**src/rtl/lcd_pkg.sv**
```systemverilog
package lcd_pkg;
    localparam int NUM_COM = 4;
    localparam int COM_W   = $clog2(NUM_COM);
    typedef logic [COM_W-1:0] com_idx_t;
endpackage

```
**src/rtl/lcd_scan.sv**
```systemverilog
module lcd_scan import lcd_pkg::*; #(
    parameter int COM_TICKS = 8
) (
    input  logic     clk,
    input  logic     rst_n,
    input  logic     tick,
    output com_idx_t com_idx,
    output logic     frame_pol
);
    localparam int DW = (COM_TICKS > 1) ? $clog2(COM_TICKS) : 1;

    typedef struct packed {
        logic [DW-1:0] div;
        com_idx_t      com;
        logic          pol;
    } scan_t;

    scan_t st_d, st_q;

    always_comb begin
        st_d = st_q;
        if (tick) begin
            if (st_q.div == DW'(COM_TICKS - 1)) begin
                st_d.div = '0;
                st_d.com = st_q.com + 1'b1;
                if (st_q.com == com_idx_t'(NUM_COM - 1))
                    st_d.pol = ~st_q.pol;
            end else begin
                st_d.div = st_q.div + 1'b1;
            end
        end
    end

    always_ff @(posedge clk or negedge rst_n) begin
        if (!rst_n) st_q <= '0;
        else        st_q <= st_d;
    end

    assign com_idx   = st_q.com;
    assign frame_pol = st_q.pol;

    assert_com_step_R2: assert property (@(posedge clk) disable iff (!rst_n)
        !$stable(st_q.com) |-> (st_q.com == com_idx_t'($past(st_q.com) + 1'b1)));
    assert_stall_R3: assert property (@(posedge clk) disable iff (!rst_n)
        !$past(tick) |-> ($stable(st_q.com) && $stable(st_q.pol)));
    assert_pol_wrap_R4: assert property (@(posedge clk) disable iff (!rst_n)
        !$stable(st_q.pol) |-> ($past(st_q.com) == com_idx_t'(NUM_COM - 1) && st_q.com == '0));
endmodule

```
**src/rtl/lcd_blink.sv**
```systemverilog
module lcd_blink #(
    parameter int TICK_HZ = 32768
) (
    input  logic clk,
    input  logic rst_n,
    input  logic tick,
    input  logic blink_slow,
    output logic blink_off
);
    localparam int CW = $clog2(TICK_HZ) + 1;

    typedef struct packed {
        logic [CW-1:0] cnt;
        logic          off;
    } blink_t;

    blink_t bk_d, bk_q;
    logic [CW-1:0] limit;

    always_comb begin
        limit = blink_slow ? CW'(TICK_HZ - 1) : CW'(TICK_HZ / 2 - 1);
        bk_d  = bk_q;
        if (tick) begin
            if (bk_q.cnt >= limit) begin
                bk_d.cnt = '0;
                bk_d.off = ~bk_q.off;
            end else begin
                bk_d.cnt = bk_q.cnt + 1'b1;
            end
        end
    end

    always_ff @(posedge clk or negedge rst_n) begin
        if (!rst_n) bk_q <= '0;
        else        bk_q <= bk_d;
    end

    assign blink_off = bk_q.off;

    assert_blink_stall_R3: assert property (@(posedge clk) disable iff (!rst_n)
        !$past(tick) |-> $stable(bk_q.off));
    assert_blink_len_R7: assert property (@(posedge clk) disable iff (!rst_n)
        !$stable(bk_q.off) |-> ($past(bk_q.cnt) >= CW'(TICK_HZ / 2 - 1)));
endmodule

```
**src/rtl/lcd_seg_drive.sv**
```systemverilog
module lcd_seg_drive import lcd_pkg::*; #(
    parameter int NUM_SEG = 24,
    parameter int BLINK_A = 18,
    parameter int BLINK_B = 19
) (
    input  com_idx_t                     com_idx,
    input  logic                         frame_pol,
    input  logic                         blink_off,
    input  logic [NUM_COM*NUM_SEG-1:0]   seg_data,
    input  logic [NUM_SEG-1:0]           pin_is_dio,
    input  logic [NUM_SEG-1:0]           dio_oe,
    input  logic [NUM_SEG-1:0]           dio_out,
    input  logic [NUM_COM-1:0]           blink_mask_a,
    input  logic [NUM_COM-1:0]           blink_mask_b,
    output logic [NUM_SEG-1:0]           seg_out,
    output logic [NUM_SEG-1:0]           pin_oe,
    output logic [NUM_SEG-1:0]           pin_do
);
    for (genvar s = 0; s < NUM_SEG; s++) begin : g_seg
        logic [NUM_COM-1:0] word;
        logic               pix;
        logic               blank;
        assign word = seg_data[s*NUM_COM +: NUM_COM];

        if (s == BLINK_A) begin : g_blink_a
            assign blank = blink_off & blink_mask_a[com_idx];
        end else if (s == BLINK_B) begin : g_blink_b
            assign blank = blink_off & blink_mask_b[com_idx];
        end else begin : g_steady
            assign blank = 1'b0;
        end

        always_comb begin
            pix        = word[com_idx] & ~blank;
            seg_out[s] = pin_is_dio[s] ? 1'b0 : (pix ^ frame_pol);
            pin_oe[s]  = pin_is_dio[s] & dio_oe[s];
            pin_do[s]  = pin_is_dio[s] & dio_out[s];
        end
    end
endmodule

```
**src/rtl/lcd_mux_ctrl.sv**
```systemverilog
module lcd_mux_ctrl import lcd_pkg::*; #(
    parameter int NUM_SEG   = 24,
    parameter int BLINK_A   = 18,
    parameter int BLINK_B   = 19,
    parameter int COM_TICKS = 8,
    parameter int TICK_HZ   = 32768
) (
    input  logic                       clk,
    input  logic                       rst_n,
    input  logic                       tick,
    input  logic [NUM_COM*NUM_SEG-1:0] seg_data,
    input  logic [NUM_SEG-1:0]         pin_is_dio,
    input  logic [NUM_SEG-1:0]         dio_oe,
    input  logic [NUM_SEG-1:0]         dio_out,
    input  logic                       blink_slow,
    input  logic [NUM_COM-1:0]         blink_mask_a,
    input  logic [NUM_COM-1:0]         blink_mask_b,
    output logic [NUM_COM-1:0]         com_act,
    output logic                       frame_pol,
    output logic [NUM_SEG-1:0]         seg_out,
    output logic [NUM_SEG-1:0]         pin_oe,
    output logic [NUM_SEG-1:0]         pin_do
);
    com_idx_t com_idx;
    logic     blink_off;

    lcd_scan #(.COM_TICKS(COM_TICKS)) u_scan (
        .clk(clk), .rst_n(rst_n), .tick(tick),
        .com_idx(com_idx), .frame_pol(frame_pol)
    );

    lcd_blink #(.TICK_HZ(TICK_HZ)) u_blink (
        .clk(clk), .rst_n(rst_n), .tick(tick),
        .blink_slow(blink_slow), .blink_off(blink_off)
    );

    lcd_seg_drive #(.NUM_SEG(NUM_SEG), .BLINK_A(BLINK_A), .BLINK_B(BLINK_B)) u_drive (
        .com_idx(com_idx), .frame_pol(frame_pol), .blink_off(blink_off),
        .seg_data(seg_data), .pin_is_dio(pin_is_dio),
        .dio_oe(dio_oe), .dio_out(dio_out),
        .blink_mask_a(blink_mask_a), .blink_mask_b(blink_mask_b),
        .seg_out(seg_out), .pin_oe(pin_oe), .pin_do(pin_do)
    );

    always_comb begin
        com_act = '0;
        com_act[com_idx] = 1'b1;
    end

    assert_onehot_R2: assert property (@(posedge clk) disable iff (!rst_n)
        $onehot(com_act));
    assert_dio_quiet_R9: assert property (@(posedge clk) disable iff (!rst_n)
        (seg_out & pin_is_dio) == '0);
    assert_lcd_pad_off_R9: assert property (@(posedge clk) disable iff (!rst_n)
        ((pin_oe | pin_do) & ~pin_is_dio) == '0);
    assert_blank_a_R6: assert property (@(posedge clk) disable iff (!rst_n)
        (blink_off && blink_mask_a[com_idx] && !pin_is_dio[BLINK_A])
        |-> (seg_out[BLINK_A] == frame_pol));
endmodule

```
**config.mk**
```make
export PLATFORM = sky130hd
export DESIGN_NAME = lcd_mux_ctrl
export DESIGN_NICKNAME = d
export VERILOG_FILES = /design/src/rtl/lcd_pkg.sv /design/src/rtl/lcd_scan.sv /design/src/rtl/lcd_blink.sv /design/src/rtl/lcd_seg_drive.sv /design/src/rtl/lcd_mux_ctrl.sv
export SDC_FILE = /design/constraint.sdc
export NUM_CORES = 1
export LEC_CHECK = 0
export BUFFER_PORTS_ARGS = -buffer_cell sky130_fd_sc_hd__buf_2
export CAP_MARGIN = 0
export CELL_PAD_IN_SITES_DETAIL_PLACEMENT = 1
export CELL_PAD_IN_SITES_GLOBAL_PLACEMENT = 1
export CORE_MARGIN = 5
export CORE_UTILIZATION = 25
export DETAILED_ROUTE_END_ITERATION = 8
export GPL_TIMING_DRIVEN = 0
export PLACE_DENSITY_LB_ADDON = 0.1
export SKIP_CTS_REPAIR_TIMING = 1
export SLEW_MARGIN = 40
export SYNTH_ARGS = -nofsm -noshare
export SYNTH_HDL_FRONTEND = slang
export SYNTH_SLANG_ARGS = --single-unit
```
**constraint.sdc**
```tcl
create_clock -name clk -period 4.1 [get_ports clk]
set_input_delay 0.41 -clock clk [delete_from_list [all_inputs] [get_ports clk]]
set_output_delay 0.41 -clock clk [all_outputs]
set_load 0.02 [all_outputs]
```
==> reports/qor.yml <==
drc: 0
max_freq_mhz: 370
clk_latency_ns: 0.27
rows: 36
synth_warnings: 0
synth-main-ff-cell: "dfrtp_1"
power.leakage_nw: 2.10
path_cells: "clkbuf_1, buf_2, mux4_2, xnor2_1, nor2_1, buf_2"
crit_slowest_cell: "dfrtp_1"
final_area_sq_um: 3960
crit_top_cell: "buf_2"
slew-limit-headroom_pct: 63.4
final_common_cell: "buf_2"
async_flop_share_pct: 100
dp_hpwl_microns: 11600
cts.clk_slew.worst_paths_ns: 0.09
grt_usage_pct: 20.3
crit_family: "buffers and inverters"
period_share_pct: 65.9
hp-class: "in -> async"
pin_count: 257
drive_gt1_share_pct: 57.4
io_buffers: 256
arrival_ns: 2.29
holdWs_ns: 0.113
dieWidth_microns: 109
rsz0062_at_grt: "false"
cts_buffer_depth: 2
layout.nets: 712
irDropWorstVdd_v: 0.000179
antenna_found_initial: 2
grt-ovfl-total: 0
drt_iter0_drc: 84
post-route-util_pct: 40.9
setup_viol: 0
layout_setup_ws_ns: 1.40
synth_edf_count: 0
instances_no_fill: 658
dieArea_sq_um: 11900
synth_nets: 451
die_y_microns: 109
grt_pass1_vias: 3301
drtPass1Iterations: 4
synthCells: 263
cts_buffers: 3
grt_pass1_wl_microns: 18300
initial_core_util_pct: 25.5
htree_levels: 1
cts_tree: "done"
final_cell_mix: "buf_2, and2_1, nor2_1, xnor2_1, dfrtp_1"
total_power_mw: 1.78
synthesis.area_sq_um: 2460
vias: 3024
ys_ff_latch: 23
worst_setup_path_start_kind: "flip-flop"
fillCellCount: 1280
worst_path_largest_cell_delay_ns: 0.38
finalWirelength_microns: 12800
ant_nets: 0
via_per_inst: 4.60
syn2layout_area_growth_pct: 60.8
pre_cts_slack_ns: 1.69
skew_ns: 0.00471
tns_ns: 0
tightest_slew_ns: 0.549
hold_violations: 0
wl_per_cell_microns: 19.5
worstSetupPathType: "reg -> out"
crit_fanout: 10
synthDistinctLibCells: 33
dp.cells: 652
placed_area_sq_um: 3910
final-max-slew-violation-count: 0
crit_required_ns: 3.69
cts_num_sinks: 23
grt_max_degree: 24
power_density_nw_per_um2: 448
cts-root-buf: "clkbuf_8"
status: "completed"
crit_path_end_kind: "primary output"
syn_area_per_cell_sq_um: 9.37
crit_buf_inv: 3
maxCapViolations: 0
period_needed_ns: 2.70
core_sq_um: 9680
seq_area_frac_synth_pct: 23.4
gp_congestion: 0.766
-- metal layers --
layer  global-route usage (%)  routed length, microns  part of all wire, %  up-vias
met4                     3.38                     173                  1.3        4
met5                        0                      31                 0.24        -
met2                     33.9                    6140                   48      153
met1                     24.3                    4890                   38     1415
li1                         -                       -                    -     1435
met3                     9.22                    1600                   12       17
-- worst reg2reg max path, cell delays in order (launching register included) --
cell and delay [ns]:
dfrtp_1 0.41, ha_1 0.29, nand4_1 0.15, o41ai_4 0.56, and2_4 0.24, buf_6 0.13, nor2_1 0.06
-- cell usage after synthesis, types with 5 or more instances --
cell	number	area share, %
o21ai_0	5	1.0
nand2_1	17	2.6
nand3_1	8	1.6
mux2_2	5	2.3
nor2_1	38	5.8
mux4_2	22	20
dfrtp_1	23	23
and2_1	48	12
inv_1	8	1.2
buf_2	7	1.4
xnor2_1	34	12
ha_1	8	4.1
-- flip-flops by register name, summed over array words and instances, names as in the netlist --
register,count
u_blink.blink_off,1
u_blink.bk_q,16
u_scan.st_q,3
u_scan.frame_pol,1
u_scan.com_idx,2
-- cells by family after synthesis --
| kind of cell | after synthesis | share of synthesized area (%) |
|---|---|---|
| buf+inv | 20 | 3.71 |
| mux | 27 | 22.4 |
| simple gates | 133 | 28.5 |
| fa+ha+maj | 8 | 4.06 |
| flops | 23 | 23.4 |
| compound gates | 17 | 5.58 |
| xor+xnor | 35 | 12.4 |
-- final cells by class --
cell class              instances  area [sq um]  share of cell area, %
clock buffers                   3          41.3                   1.04
repair buffers                256          1280                   32.3
multi-input cells             220          1800                   45.4
plain buffers                  12          61.3                   1.55
well taps                     133           166                   4.20
inverters                       8          30.0                  0.758
flip-flops and latches         23           576                   14.5
clock inverters                 1          5.00                  0.126
diodes                          2          5.00                  0.126
-- final timing paths --
path	start	end	slack, ns	cells past startpoint
min in group clk	tick	u_scan.com_idx[0]	0.50	3
hold / removal	rst_n	u_blink.bk_q[13]	0.11	1
max in group asynchronous	rst_n	u_blink.bk_q[10]	3.61	1
hold reg to reg	u_blink.bk_q[16]	u_blink.bk_q[16]	0.52	1
setup / recovery	u_scan.com_idx[1]	seg_out[13]	1.40	6
setup reg to reg	u_blink.bk_q[15]	u_blink.bk_q[12]	2.15	6
-- power by group --
group          switching, mW  total [mW]  internal, mW  leakage, nW
clock                 0.0763       0.144        0.0680       0.0255
combinational          0.703        1.29         0.587         1.77
sequential            0.0632       0.343         0.279        0.298
total                  0.842        1.78         0.935         2.10
No activity file was read; power rests on OpenSTA's default activity.
